[src/rtl/aud_sin_pkg.sv]
package aud_sin_pkg;

  typedef enum logic [2:0] {
    FMT_LJ  = 3'd0,
    FMT_I2S = 3'd1,
    FMT_RJ  = 3'd2,
    FMT_DSP = 3'd3,
    FMT_TDM = 3'd4
  } fmt_e;

  // Decoded word length in bits for the wlen field.
  function automatic logic [5:0] word_bits(input logic [1:0] code);
    case (code)
      2'd0:    word_bits = 6'd16;
      2'd1:    word_bits = 6'd20;
      default: word_bits = 6'd24;
    endcase
  endfunction

endpackage

[src/rtl/aud_sin_sync.sv]
module aud_sin_sync #(
  parameter int N        = 5,
  parameter int EDGE_BIT = 0
) (
  input  logic         clk,
  input  logic         rst_n,
  input  logic [N-1:0] async_in,
  output logic [N-1:0] sync_out,
  output logic         edge_rise,
  output logic         edge_fall
);

  logic [N-1:0] stage1;
  logic [N-1:0] stage2;
  logic         edge_prev;

  always_ff @(posedge clk or negedge rst_n) begin
    if (!rst_n) begin
      stage1    <= '0;
      stage2    <= '0;
      edge_prev <= 1'b0;
    end else begin
      stage1    <= async_in;
      stage2    <= stage1;
      edge_prev <= stage2[EDGE_BIT];
    end
  end

  assign sync_out  = stage2;
  assign edge_rise = stage2[EDGE_BIT] & ~edge_prev;
  assign edge_fall = ~stage2[EDGE_BIT] & edge_prev;

endmodule

[src/rtl/aud_sin_frame.sv]
module aud_sin_frame
  import aud_sin_pkg::*;
#(
  parameter int HALF  = 32,
  parameter int SLOT  = 32,
  parameter int NSLOT = 8,
  parameter int NUSED = 6,
  localparam int SPAN = NSLOT * SLOT,
  localparam int CW   = $clog2(SPAN) + 1,
  localparam int KW   = $clog2(SLOT),
  localparam int SLW  = $clog2(NSLOT)
) (
  input  logic           clk,
  input  logic           rst_n,
  input  logic           sample,
  input  logic           fclk,
  input  fmt_e           fmt,
  input  logic [5:0]     wbits,
  output logic           wr_en,
  output logic [SLW-1:0] wr_slot,
  output logic [KW-1:0]  wr_pos,
  output logic           frame_done
);

  localparam logic [CW-1:0] HALF_C = CW'(HALF);
  localparam logic [CW-1:0] SPAN_C = CW'(SPAN);
  localparam logic [CW-1:0] LAST_C = '1;

  logic          prev_f;
  logic [CW-1:0] cnt;
  logic          ch_r;
  logic          armed;

  logic          frame_mode;
  logic          start;
  logic [CW-1:0] pos;
  logic [CW-1:0] w_c;
  logic          left_lvl;
  logic          ch;
  logic          arm_now;
  logic          en;
  logic [CW-1:0] kk;
  logic [SLW-1:0] slot;
  logic          last_word;

  always_comb begin
    w_c        = CW'(wbits);
    frame_mode = (fmt == FMT_DSP) || (fmt == FMT_TDM);
    start      = frame_mode ? (fclk & ~prev_f) : (fclk ^ prev_f);
    pos        = start ? '0 : cnt;
    left_lvl   = (fmt == FMT_I2S) ? ~fclk : fclk;
    ch         = start ? ~left_lvl : ch_r;
    arm_now    = start && (frame_mode || left_lvl);
    en         = 1'b0;
    kk         = '0;
    slot       = '0;
    last_word  = 1'b0;
    case (fmt)
      FMT_I2S: begin
        en        = (pos != '0) && (pos <= w_c);
        kk        = pos - CW'(1);
        slot      = SLW'(ch);
        last_word = ch;
      end
      FMT_RJ: begin
        en        = (pos >= (HALF_C - w_c)) && (pos < HALF_C);
        kk        = pos - (HALF_C - w_c);
        slot      = SLW'(ch);
        last_word = ch;
      end
      FMT_DSP: begin
        if (pos < w_c) begin
          en = 1'b1;
          kk = pos;
        end else if (pos < (w_c << 1)) begin
          en        = 1'b1;
          kk        = pos - w_c;
          slot      = SLW'(1);
          last_word = 1'b1;
        end
      end
      FMT_TDM: begin
        slot      = pos[KW +: SLW];
        kk        = CW'(pos[KW-1:0]);
        en        = (pos < SPAN_C) && (int'(slot) < NUSED) && (kk < w_c);
        last_word = (int'(slot) == NUSED - 1);
      end
      default: begin
        en        = pos < w_c;
        kk        = pos;
        slot      = SLW'(ch);
        last_word = ch;
      end
    endcase
  end

  assign wr_en      = sample && en;
  assign wr_slot    = slot;
  assign wr_pos     = kk[KW-1:0];
  assign frame_done = sample && en && last_word && (armed || arm_now) &&
                      (kk == (w_c - CW'(1)));

  always_ff @(posedge clk or negedge rst_n) begin
    if (!rst_n) begin
      prev_f <= 1'b0;
      cnt    <= '0;
      ch_r   <= 1'b0;
      armed  <= 1'b0;
    end else if (sample) begin
      prev_f <= fclk;
      cnt    <= (pos == LAST_C) ? pos : pos + CW'(1);
      ch_r   <= ch;
      armed  <= armed | arm_now;
    end
  end

endmodule

[src/rtl/aud_sin_word.sv]
module aud_sin_word #(
  parameter int SW = 24,
  parameter int KW = 5
) (
  input  logic          clk,
  input  logic          rst_n,
  input  logic          we,
  input  logic [KW-1:0] pos,
  input  logic          din,
  output logic [SW-1:0] word
);

  logic [SW-1:0] nxt;

  always_comb begin
    nxt = (pos == '0) ? '0 : word;
    if (int'(pos) < SW) nxt[SW-1-int'(pos)] = din;
  end

  always_ff @(posedge clk or negedge rst_n) begin
    if (!rst_n)  word <= '0;
    else if (we) word <= nxt;
  end

endmodule

[src/rtl/aud_sin_out.sv]
module aud_sin_out #(
  parameter int SW  = 24,
  parameter int NCH = 6
) (
  input  logic              clk,
  input  logic              rst_n,
  input  logic              frame_done,
  input  logic              rep_en,
  input  logic [NCH*SW-1:0] words,
  input  logic              out_ready,
  output logic              out_valid,
  output logic [NCH*SW-1:0] out_data,
  output logic              take
);

  logic              done_q;
  logic [NCH*SW-1:0] routed;

  for (genvar j = 0; j < NCH; j++) begin : g_route
    assign routed[j*SW +: SW] = rep_en ? words[(j % 2)*SW +: SW] : words[j*SW +: SW];
  end

  assign take = done_q && (!out_valid || out_ready);

  always_ff @(posedge clk or negedge rst_n) begin
    if (!rst_n) begin
      done_q    <= 1'b0;
      out_valid <= 1'b0;
      out_data  <= '0;
    end else begin
      done_q <= frame_done;
      if (take) begin
        out_data  <= routed;
        out_valid <= 1'b1;
      end else if (out_ready) begin
        out_valid <= 1'b0;
      end
    end
  end

endmodule

[src/rtl/aud_sin_port.sv]
module aud_sin_port
  import aud_sin_pkg::*;
#(
  parameter int SW    = 24,
  parameter int NPAIR = 3,
  parameter int HALF  = 32,
  parameter int SLOT  = 32,
  parameter int NSLOT = 8,
  localparam int NCH  = 2 * NPAIR,
  localparam int KW   = $clog2(SLOT),
  localparam int SLW  = $clog2(NSLOT)
) (
  input  logic              clk,
  input  logic              rst_n,
  input  logic              bclk_in,
  input  logic              fclk_in,
  input  logic [NPAIR-1:0]  sd_in,
  input  logic [2:0]        fmt,
  input  logic [1:0]        wlen,
  input  logic              rep_en,
  input  logic              out_ready,
  output logic              out_valid,
  output logic [NCH*SW-1:0] out_data
);

  localparam int NSYNC = NPAIR + 2;

  fmt_e              fmt_v;
  logic [NSYNC-1:0]  sync_v;
  logic              b_rise;
  logic              b_fall;
  logic              sample;
  logic              tdm;
  logic              wr_en;
  logic [SLW-1:0]    wr_slot;
  logic [KW-1:0]     wr_pos;
  logic              frame_done;
  logic              frame_take;
  logic [NCH*SW-1:0] words;
  logic [NPAIR-1:0]  sd_s;

  assign fmt_v  = fmt_e'(fmt);
  assign tdm    = (fmt_v == FMT_TDM);
  assign sample = tdm ? b_fall : b_rise;
  assign sd_s   = sync_v[NSYNC-1:2];

  aud_sin_sync #(.N(NSYNC), .EDGE_BIT(0)) u_sync (
    .clk      (clk),
    .rst_n    (rst_n),
    .async_in ({sd_in, fclk_in, bclk_in}),
    .sync_out (sync_v),
    .edge_rise(b_rise),
    .edge_fall(b_fall)
  );

  aud_sin_frame #(.HALF(HALF), .SLOT(SLOT), .NSLOT(NSLOT), .NUSED(NCH)) u_frame (
    .clk       (clk),
    .rst_n     (rst_n),
    .sample    (sample),
    .fclk      (sync_v[1]),
    .fmt       (fmt_v),
    .wbits     (word_bits(wlen)),
    .wr_en     (wr_en),
    .wr_slot   (wr_slot),
    .wr_pos    (wr_pos),
    .frame_done(frame_done)
  );

  for (genvar j = 0; j < NCH; j++) begin : g_ch
    logic sel;
    logic bit_in;
    assign sel    = tdm ? (int'(wr_slot) == j) : (int'(wr_slot) == (j % 2));
    assign bit_in = tdm ? sd_s[0] : sd_s[j / 2];
    aud_sin_word #(.SW(SW), .KW(KW)) u_word (
      .clk  (clk),
      .rst_n(rst_n),
      .we   (wr_en && sel),
      .pos  (wr_pos),
      .din  (bit_in),
      .word (words[j*SW +: SW])
    );
  end

  aud_sin_out #(.SW(SW), .NCH(NCH)) u_out (
    .clk       (clk),
    .rst_n     (rst_n),
    .frame_done(frame_done),
    .rep_en    (rep_en),
    .words     (words),
    .out_ready (out_ready),
    .out_valid (out_valid),
    .out_data  (out_data),
    .take      (frame_take)
  );

endmodule

[config.mk]
export PLATFORM = sky130hd
export DESIGN_NAME = aud_sin_port
export DESIGN_NICKNAME = d
export VERILOG_FILES = /design/src/rtl/aud_sin_pkg.sv /design/src/rtl/aud_sin_sync.sv /design/src/rtl/aud_sin_frame.sv /design/src/rtl/aud_sin_word.sv /design/src/rtl/aud_sin_out.sv /design/src/rtl/aud_sin_port.sv
export SDC_FILE = /design/constraint.sdc
export NUM_CORES = 1
export LEC_CHECK = 0
export BUFFER_PORTS_ARGS = -buffer_cell sky130_fd_sc_hd__buf_2
export CORE_MARGIN = 3
export CORE_UTILIZATION = 53
export CTS_BUF_LIST = sky130_fd_sc_hd__clkbuf_16
export DETAILED_ROUTE_END_ITERATION = 10
export MAX_ROUTING_LAYER = met4
export PLACE_DENSITY_LB_ADDON = 0.05
export REMOVE_ABC_BUFFERS = 1
export SYNTH_ARGS = -nofsm -noshare
export SYNTH_HDL_FRONTEND = slang
export SYNTH_SLANG_ARGS = --single-unit
[constraint.sdc]
create_clock -name clk -period 4.67 [get_ports clk]
set_input_delay 0.2335 -clock clk [delete_from_list [all_inputs] [get_ports clk]]
set_output_delay 0.2335 -clock clk [all_outputs]
set_load 0.05 [all_outputs]
[Word-level counts from Yosys, hierarchy flattened]
Index checks and enable logic that the tools add are counted.
Storage, ports and cells
  memories kept: 0
  word-level logic and storage cells: 134
  memory bits (read-only): 0
  bits in registers: 313
  input port bits: 14
  memory bits (writable): 0
  output and inout bits: 145
  bits in latches: 0
Operators by class
  mux-type cells: 50
  shift operators: 0
  equal/unequal tests: 13
  add/subtract/negate cells: 7
  multipliers: 0
  reductions and logical operators: 27
  magnitude comparators: 11
  bitwise logic cells: 10
  divide/modulo/power cells: 0
Operator list (count)
  $mux 24: 16
  $bwmux 24: 6
  $mux 9: 4
  $pmux 9 s4: 1
  $ge 32x1->1 const B: 1
  $lt 32x7->1 const B: 1
  $eq 3x3->1 const B: 6
  $logic_and 1x1->1: 17
  $mux 1: 17
  $add 9x1->9 const B: 1
  $eq 3x2->1 const B: 3
  $eq 9x9->1: 1
  $eq 9x9->1 const B: 1
  $ge 9x9->1: 1
  $le 9x5->1: 1
  $lt 9x5->1: 1
  $lt 9x6->1: 1
  $lt 9x6->1 const B: 1
  $lt 9x9->1 const B: 1
  $reduce_bool 9->1: 1
  $sub 9x1->9 const B: 1
  $sub 9x5->9: 1
  $sub 9x9->9: 1
  $pmux 4 s2: 1
  23 further kinds: 32

[Depth between registers and ports, before layout]
  depth after elaboration: 15
  gate-level depth with buffers: 19
  mapped depth without buffers: 16

[By module]
A second synthesis with hierarchy kept.
Unflattened totals
  cell total of the unflattened synthesis: 1792
  area total of the unflattened synthesis: 17509.3 µm²
Modules (own cells, without submodules)
  aud_sin_word at g_ch[0].u_word ...: sequential area each 600.6 µm², instances 5, cells each 134, area each 1318.8 µm²
  aud_sin_out: sequential area each 3653.5 µm², instances 1, cells each 587, area each 6437.4 µm²
  aud_sin_frame: sequential area each 300.3 µm², instances 1, cells each 377, area each 2735.1 µm²
  aud_sin_word at g_ch[5].u_word: sequential area each 600.6 µm², instances 1, cells each 128, area each 1313.8 µm²
  aud_sin_sync: sequential area each 275.3 µm², instances 1, cells each 13, area each 290.3 µm²
  aud_sin_port: sequential area each 0.0 µm², instances 1, cells each 17, area each 138.9 µm²

[Least setup slack after synthesis]
OpenSTA, ideal clock, no wires.
  path kind: reg2reg
  start: register u_sync.stage2[1] (netlist: u_sync.sync_out[1])
  end: register g_ch[0].u_word.word[23]
  setup slack: 324 ps
  clock period less this slack: 4346 ps
  cell stages (with the launch flop): 18
  data arrival time: 4219 ps
  data required time: 4543 ps
  path buffers: 4
  setup time: 127 ps
  path through: dfrtp_1 -> ha_1 -> clkbuf_1 -> a31o_2 -> o21ai_0 -> ha_1 -> inv_1 -> fa_1 -> inv_1 -> a21oi_1 -> a41o_1 -> or4_1 -> buf_2 -> nor4_2 -> buf_4 -> buf_4 -> nand2_1 -> mux2_1
On the way
  word-level cells in the longest chain between the ends: 14
  elaborated cells on any way between the ends: 47
  those cells by class: add/sub (4); order compare (11); mux (18); bitwise (4); reduce/logical (10)
RTL lines
  start, declared: line aud_sin_sync.sv:14  | logic [N-1:0] stage2;
  start signal, assigned: line aud_sin_sync.sv:24  | stage2 <= stage1;
  $xor 1x1->1 or $and 1x1->1 (tied branches): line aud_sin_frame.sv:49  | start = frame_mode ? (fclk & ~prev_f) : (fclk ^ prev_f);
  $mux 1: line aud_sin_frame.sv:49
  $mux 9: line aud_sin_frame.sv:50  | pos = start ? '0 : cnt;
  $sub 9x5->9 or $lt 9x6->1 (tied branches): line aud_sin_frame.sv:77, aud_sin_frame.sv:75
  $mux 9: line aud_sin_frame.sv:75  | end else if (pos < (w_c << 1)) begin
  $mux 9: line aud_sin_frame.sv:72  | if (pos < w_c) begin
  $pmux 9 s4: line aud_sin_frame.sv:58  | case (fmt)
  $sub 5x5->6: line aud_sin_word.sv:17  | if (int'(pos) < SW) nxt[SW-1-int'(pos)] = din;
  $ge 32x1->1 (not written as such) or $lt 32x7->1 (tied branches): line aud_sin_word.sv:17
  $logic_and 1x1->1 (not written as such): line aud_sin_word.sv:17
  $mux 1 (not written as such): line aud_sin_word.sv:17
  $demux 1 s5
  $bwmux 24: line aud_sin_word.sv:17
  $mux 24: line aud_sin_word.sv:17
  end signal, assigned: line aud_sin_word.sv:22  | else if (we) word <= nxt;
  end, declared: line aud_sin_word.sv:10  | output logic [SW-1:0] word
Parallel ways exist; a longest one is shown, timed or not.
A chain may end at the register's enable or synchronous reset.

[Worst setup path in the final report]
  start: register u_sync.stage2[1] (netlist: u_sync.sync_out[1])
  end: register g_ch[3].u_word.word[14]
On the way
  word-level cells in the longest chain between the ends: 14
  elaborated cells on any way between the ends: 49
  those cells by class: add/sub (4); order compare (11); eq/ne (2); mux (19); bitwise (4); reduce/logical (9)
RTL lines (line)
  $xor 1x1->1 or $and 1x1->1 (tied branches): aud_sin_frame.sv:49
  $mux 1: aud_sin_frame.sv:49
  $mux 9: aud_sin_frame.sv:50
  $sub 9x5->9 or $lt 9x6->1 (tied branches): aud_sin_frame.sv:77, aud_sin_frame.sv:75
  $mux 9: aud_sin_frame.sv:75
  $mux 9: aud_sin_frame.sv:72
  $pmux 9 s4: aud_sin_frame.sv:58
  $sub 5x5->6: aud_sin_word.sv:17
  $ge 32x1->1 (not written as such) or $lt 32x7->1 (tied branches): aud_sin_word.sv:17
  $logic_and 1x1->1 (not written as such): aud_sin_word.sv:17
  $mux 1 (not written as such): aud_sin_word.sv:17
  $demux 1 s5
  $bwmux 24: aud_sin_word.sv:17
  $mux 24: aud_sin_word.sv:17
  end signal, assigned: aud_sin_word.sv:22
  end, declared: aud_sin_word.sv:10
Parallel ways exist; a longest one is shown, timed or not.

==> flow_metrics.py <==
metrics = {
    "yosys": {
        "synth_area_per_cell_um2": 10.6,
        "synth_seq_cells": 313,
        "yosysMostFrequentCell": "dfrtp_1",
        "synth_cells": 1395,
        "synth_top_cell_area_share_pct": 53.0,
        "ys.flop_type": "dfrtp_1",
        "synth_top_area_cell": "dfrtp_1",
        "synth_edf_count": 0,
        "synthArstFlopShare_pct": 100,
        "yosys-top-cells-area": "dfrtp_1 53%, o21ai_0 8.8%, mux2i_1 6.6%, nand2_1 3.8%, mux2_2 3.7%",
        "synth.distinct_cells": 77,
        "synthTopCellsByCount": "313 x dfrtp_1, 261 x o21ai_0, 148 x nand2_1, 98 x mux2i_1, 76 x clkbuf_1",
        "ys_seq_area_share_pct": 53.0,
        "syn-cell-area_mm2": 0.0148,
        "yosys_warnings": 0,
    },
    "clock_tree": {
        "cts.reportedPaths.clkPinSlew_ns": 0.06,
        "cts_tree": "built",
        "insertion_delay_ns": 0.52,
        "cts_buffers": 35,
        "cts_max_level": 2,
        "cts.sinks": 313,
        "cts_max_path_buffers": 3,
        "clockRootBuffer": "clkbuf_16",
    },
    "route": {
        "wl_per_cell_um": 20.9,
        "drtPass1Iterations": 5,
        "drc": 0,
        "dr_total_vias": 11956,
        "vias_per_cell": 5.93,
        "drt_iter0_markers": 816,
        "wirelength_um": 42100,
        "ant_nets": 0,
    },
    "timing": {
        "grt_setup_unrepaired": "no",
        "skew_ns": 0.0174,
        "fin_ws_ns": 0.280,
        "min_period_over_period_pct": 94.0,
        "fmax_mhz": 228,
        "hold_violations": 0,
        "slew_headroom_pct": 29.4,
        "setup_violations": 0,
        "min_period_ns": 4.39,
        "slew_violations": 0,
        "worst_pin_slew_ns": 1.05,
    },
    "die": {
        "core_area_mm2": 0.0272,
        "row_count": 60,
        "io_pins": 159,
        "die_y_um": 173,
        "initial_core_util_pct": 54.3,
        "dieArea_mm2": 0.0299,
        "die_x_um": 173,
    },
    "pwr": {
        "peakVddDrop_mv": 0.260,
        "p_leak_nw": 8.59,
        "p_sw_share_pct": 29.7,
        "powerDensity_mw_per_mm2": 380,
        "comb_power_share_pct": 18.6,
        "finalPower_mw": 6.82,
        "pwr-share-seq_pct": 44.6,
        "clkPwrFrac_pct": 36.9,
        "cellInternalPower_mw": 4.79,
        "switchingPower_mw": 2.02,
    },
    "grt": {
        "grt_start_max_net_pins": 145,
        "grt_first_pass_wirelength_um": 68200,
        "gr-total-overflow": 0,
        "track_usage_pct": 29.0,
        "use_met3_pct": 4.55,
        "met1_usage_pct": 41.0,
        "grt_pass1_vias": 11964,
        "grt_use_met2_pct": 43.9,
        "busiest_layer": "met2",
        "antenna_found_initial": 0,
    },
    "setup_path": {
        "critPathKind": "flip-flop to flip-flop",
        "critical_path_required_ns": 5.07,
        "crit_fanout": 36,
        "arrival_ns": 4.79,
        "cp-start-kind": "flip-flop",
        "endpoint_kind": "flip-flop",
    },
    "finish": {
        "nFillCells": 2180,
        "drive_above_1_share_pct": 25.7,
        "nets": 1642,
        "area_growth_pct": 21.4,
        "antenna_cells": 0,
    },
    "outcome": {
        "status": "finished clean",
    },
    "placement": {
        "place_congestion": 0.924,
        "port_buffers": 158,
        "dpl.hpwl_um": 29000,
        "pre_cts_ws_ns": -0.0153,
    },
    "worst_hold_path": {
        "hold_class": "input pin to flip-flop",
    },
    "job": {
        "maxCapViolCount": 0,
    },
}
## critical path, stage by stage (launching register included)
cell and delay [ns]:
dfrtp_1 0.38, ha_1 0.37, nand3b_1 0.16, and2_2 0.25
nand2_2 0.07, and2_1 0.20, buf_4 0.15, fa_1 0.51
inv_1 0.11, a21oi_1 0.09, a41o_1 0.27, or4_4 0.59
nor4_4 0.36, buf_4 0.23, buf_12 0.19, o21ai_0 0.13
a22o_1 0.19
## layer usage
metal | vias to the layer above | routed length, µm
met4 | 0 | 1010
met2 | 385 | 19300
met5 | - | 0
met1 | 5926 | 19400
li1 | 5567 | -
met3 | 78 | 2400
## registers in the layout (all words and copies together), names as in the netlist
name and flops:
g_ch.u_word.word 144, u_out.out_data 144, u_frame.cnt 9, u_sync.stage1 5, u_sync.sync_out 5, u_frame.armed 1, u_frame.ch_r 1, u_frame.prev_f 1
u_out.done_q 1, u_out.out_valid 1, u_sync.edge_prev 1
## path summary, 6_finish.rpt
kind                               startpoint                 endpoint  slack [ns]  depth (start not counted)
min                                 out_ready          u_out.out_valid        0.09                          3
min in group asynchronous               rst_n       u_out.out_data[20]        0.30                          2
max reg2reg                u_sync.sync_out[1]  g_ch[3].u_word.word[14]        0.28                         16
max                        u_sync.sync_out[1]  g_ch[3].u_word.word[14]        0.28                         16
min reg2reg                  u_sync.stage1[0]       u_sync.sync_out[0]        0.34                          0
max in group asynchronous               rst_n  g_ch[3].u_word.word[11]        3.13                          3
## what timing repair did
item,CTS,global route
buffers inserted,0,0
setup endpoints to repair,3,79
hold endpoints to repair,96,0
hold buffers,6,0
resized for setup,1,5
## power groups by stage
| stage | clock network (mW) | logic [mW] | registers, mW |
|---|---|---|---|
| after floorplan | 0 | 0.637 | 3.04 |
| after global placement | 0 | 1.23 | 3.08 |
| after detailed placement | 0 | 1.24 | 3.08 |
| after CTS | 2.55 | 1.25 | 3.04 |
| after global routing | 2.68 | 1.38 | 3.06 |
| final | 2.51 | 1.27 | 3.04 |
## cells by family after synthesis
group	share of synthesized area, %
xor gates and xnor gates	0.712
and+or+nand+nor	10.7
AOI/OAI and AO/OA	20.4
DFF	53.0
muxes	10.5
adders and majority gates	0.898
buffers and inverters	3.74
## cell usage in the layout, fill, tap and decap left out, types with 7 or more instances in the layout
cell type  instances
a21oi_1           24
a22o_1            60
a31oi_1            8
and3_1             8
buf_12            14
buf_2            156
buf_4            121
clkbuf_16         35
clkinv_1           7
dfrtp_1          313
ha_1               9
inv_1             38
mux2_2            49
mux2i_1           98
nand2_1          147
nand2b_1          16
nand3_1           11
nor2_1            33
nor3_1            11
nor4_1            11
nor4_2            11
o21ai_0          260
o2bb2ai_1         30
o31ai_1           22
o41ai_1            8
xnor2_1            8
## through the flow
stage          hold slack, ns  instances  setup TNS [ns]  instance area (µm²)  util [%]
2_1_floorplan         -0.0621       1283         -319.55                14300         -
3_3_place_gp            0.280       1947               0                16800      61.9
3_5_place_dp            0.288       1947         -0.0280                16800      61.9
4_1_cts                0.0673       2016               0                17900      65.9
5_1_grt                0.0919       2016               0                17900      66.0
6_report               0.0870       2016               0                17900      66.0
## cell type report
| class | instances | area [µm²] | share of cell area (%) |
|---|---|---|---|
| flip-flops and latches | 313 | 7830 | 43.7 |
| multi-input cells | 944 | 6450 | 36.0 |
| repair buffers | 298 | 2040 | 11.4 |
| clock buffers | 35 | 876 | 4.88 |
| well taps | 372 | 465 | 2.60 |
| clock inverters | 28 | 164 | 0.914 |
| inverters | 26 | 97.6 | 0.544 |
Note: power is estimated with default switching activity, not from simulation.
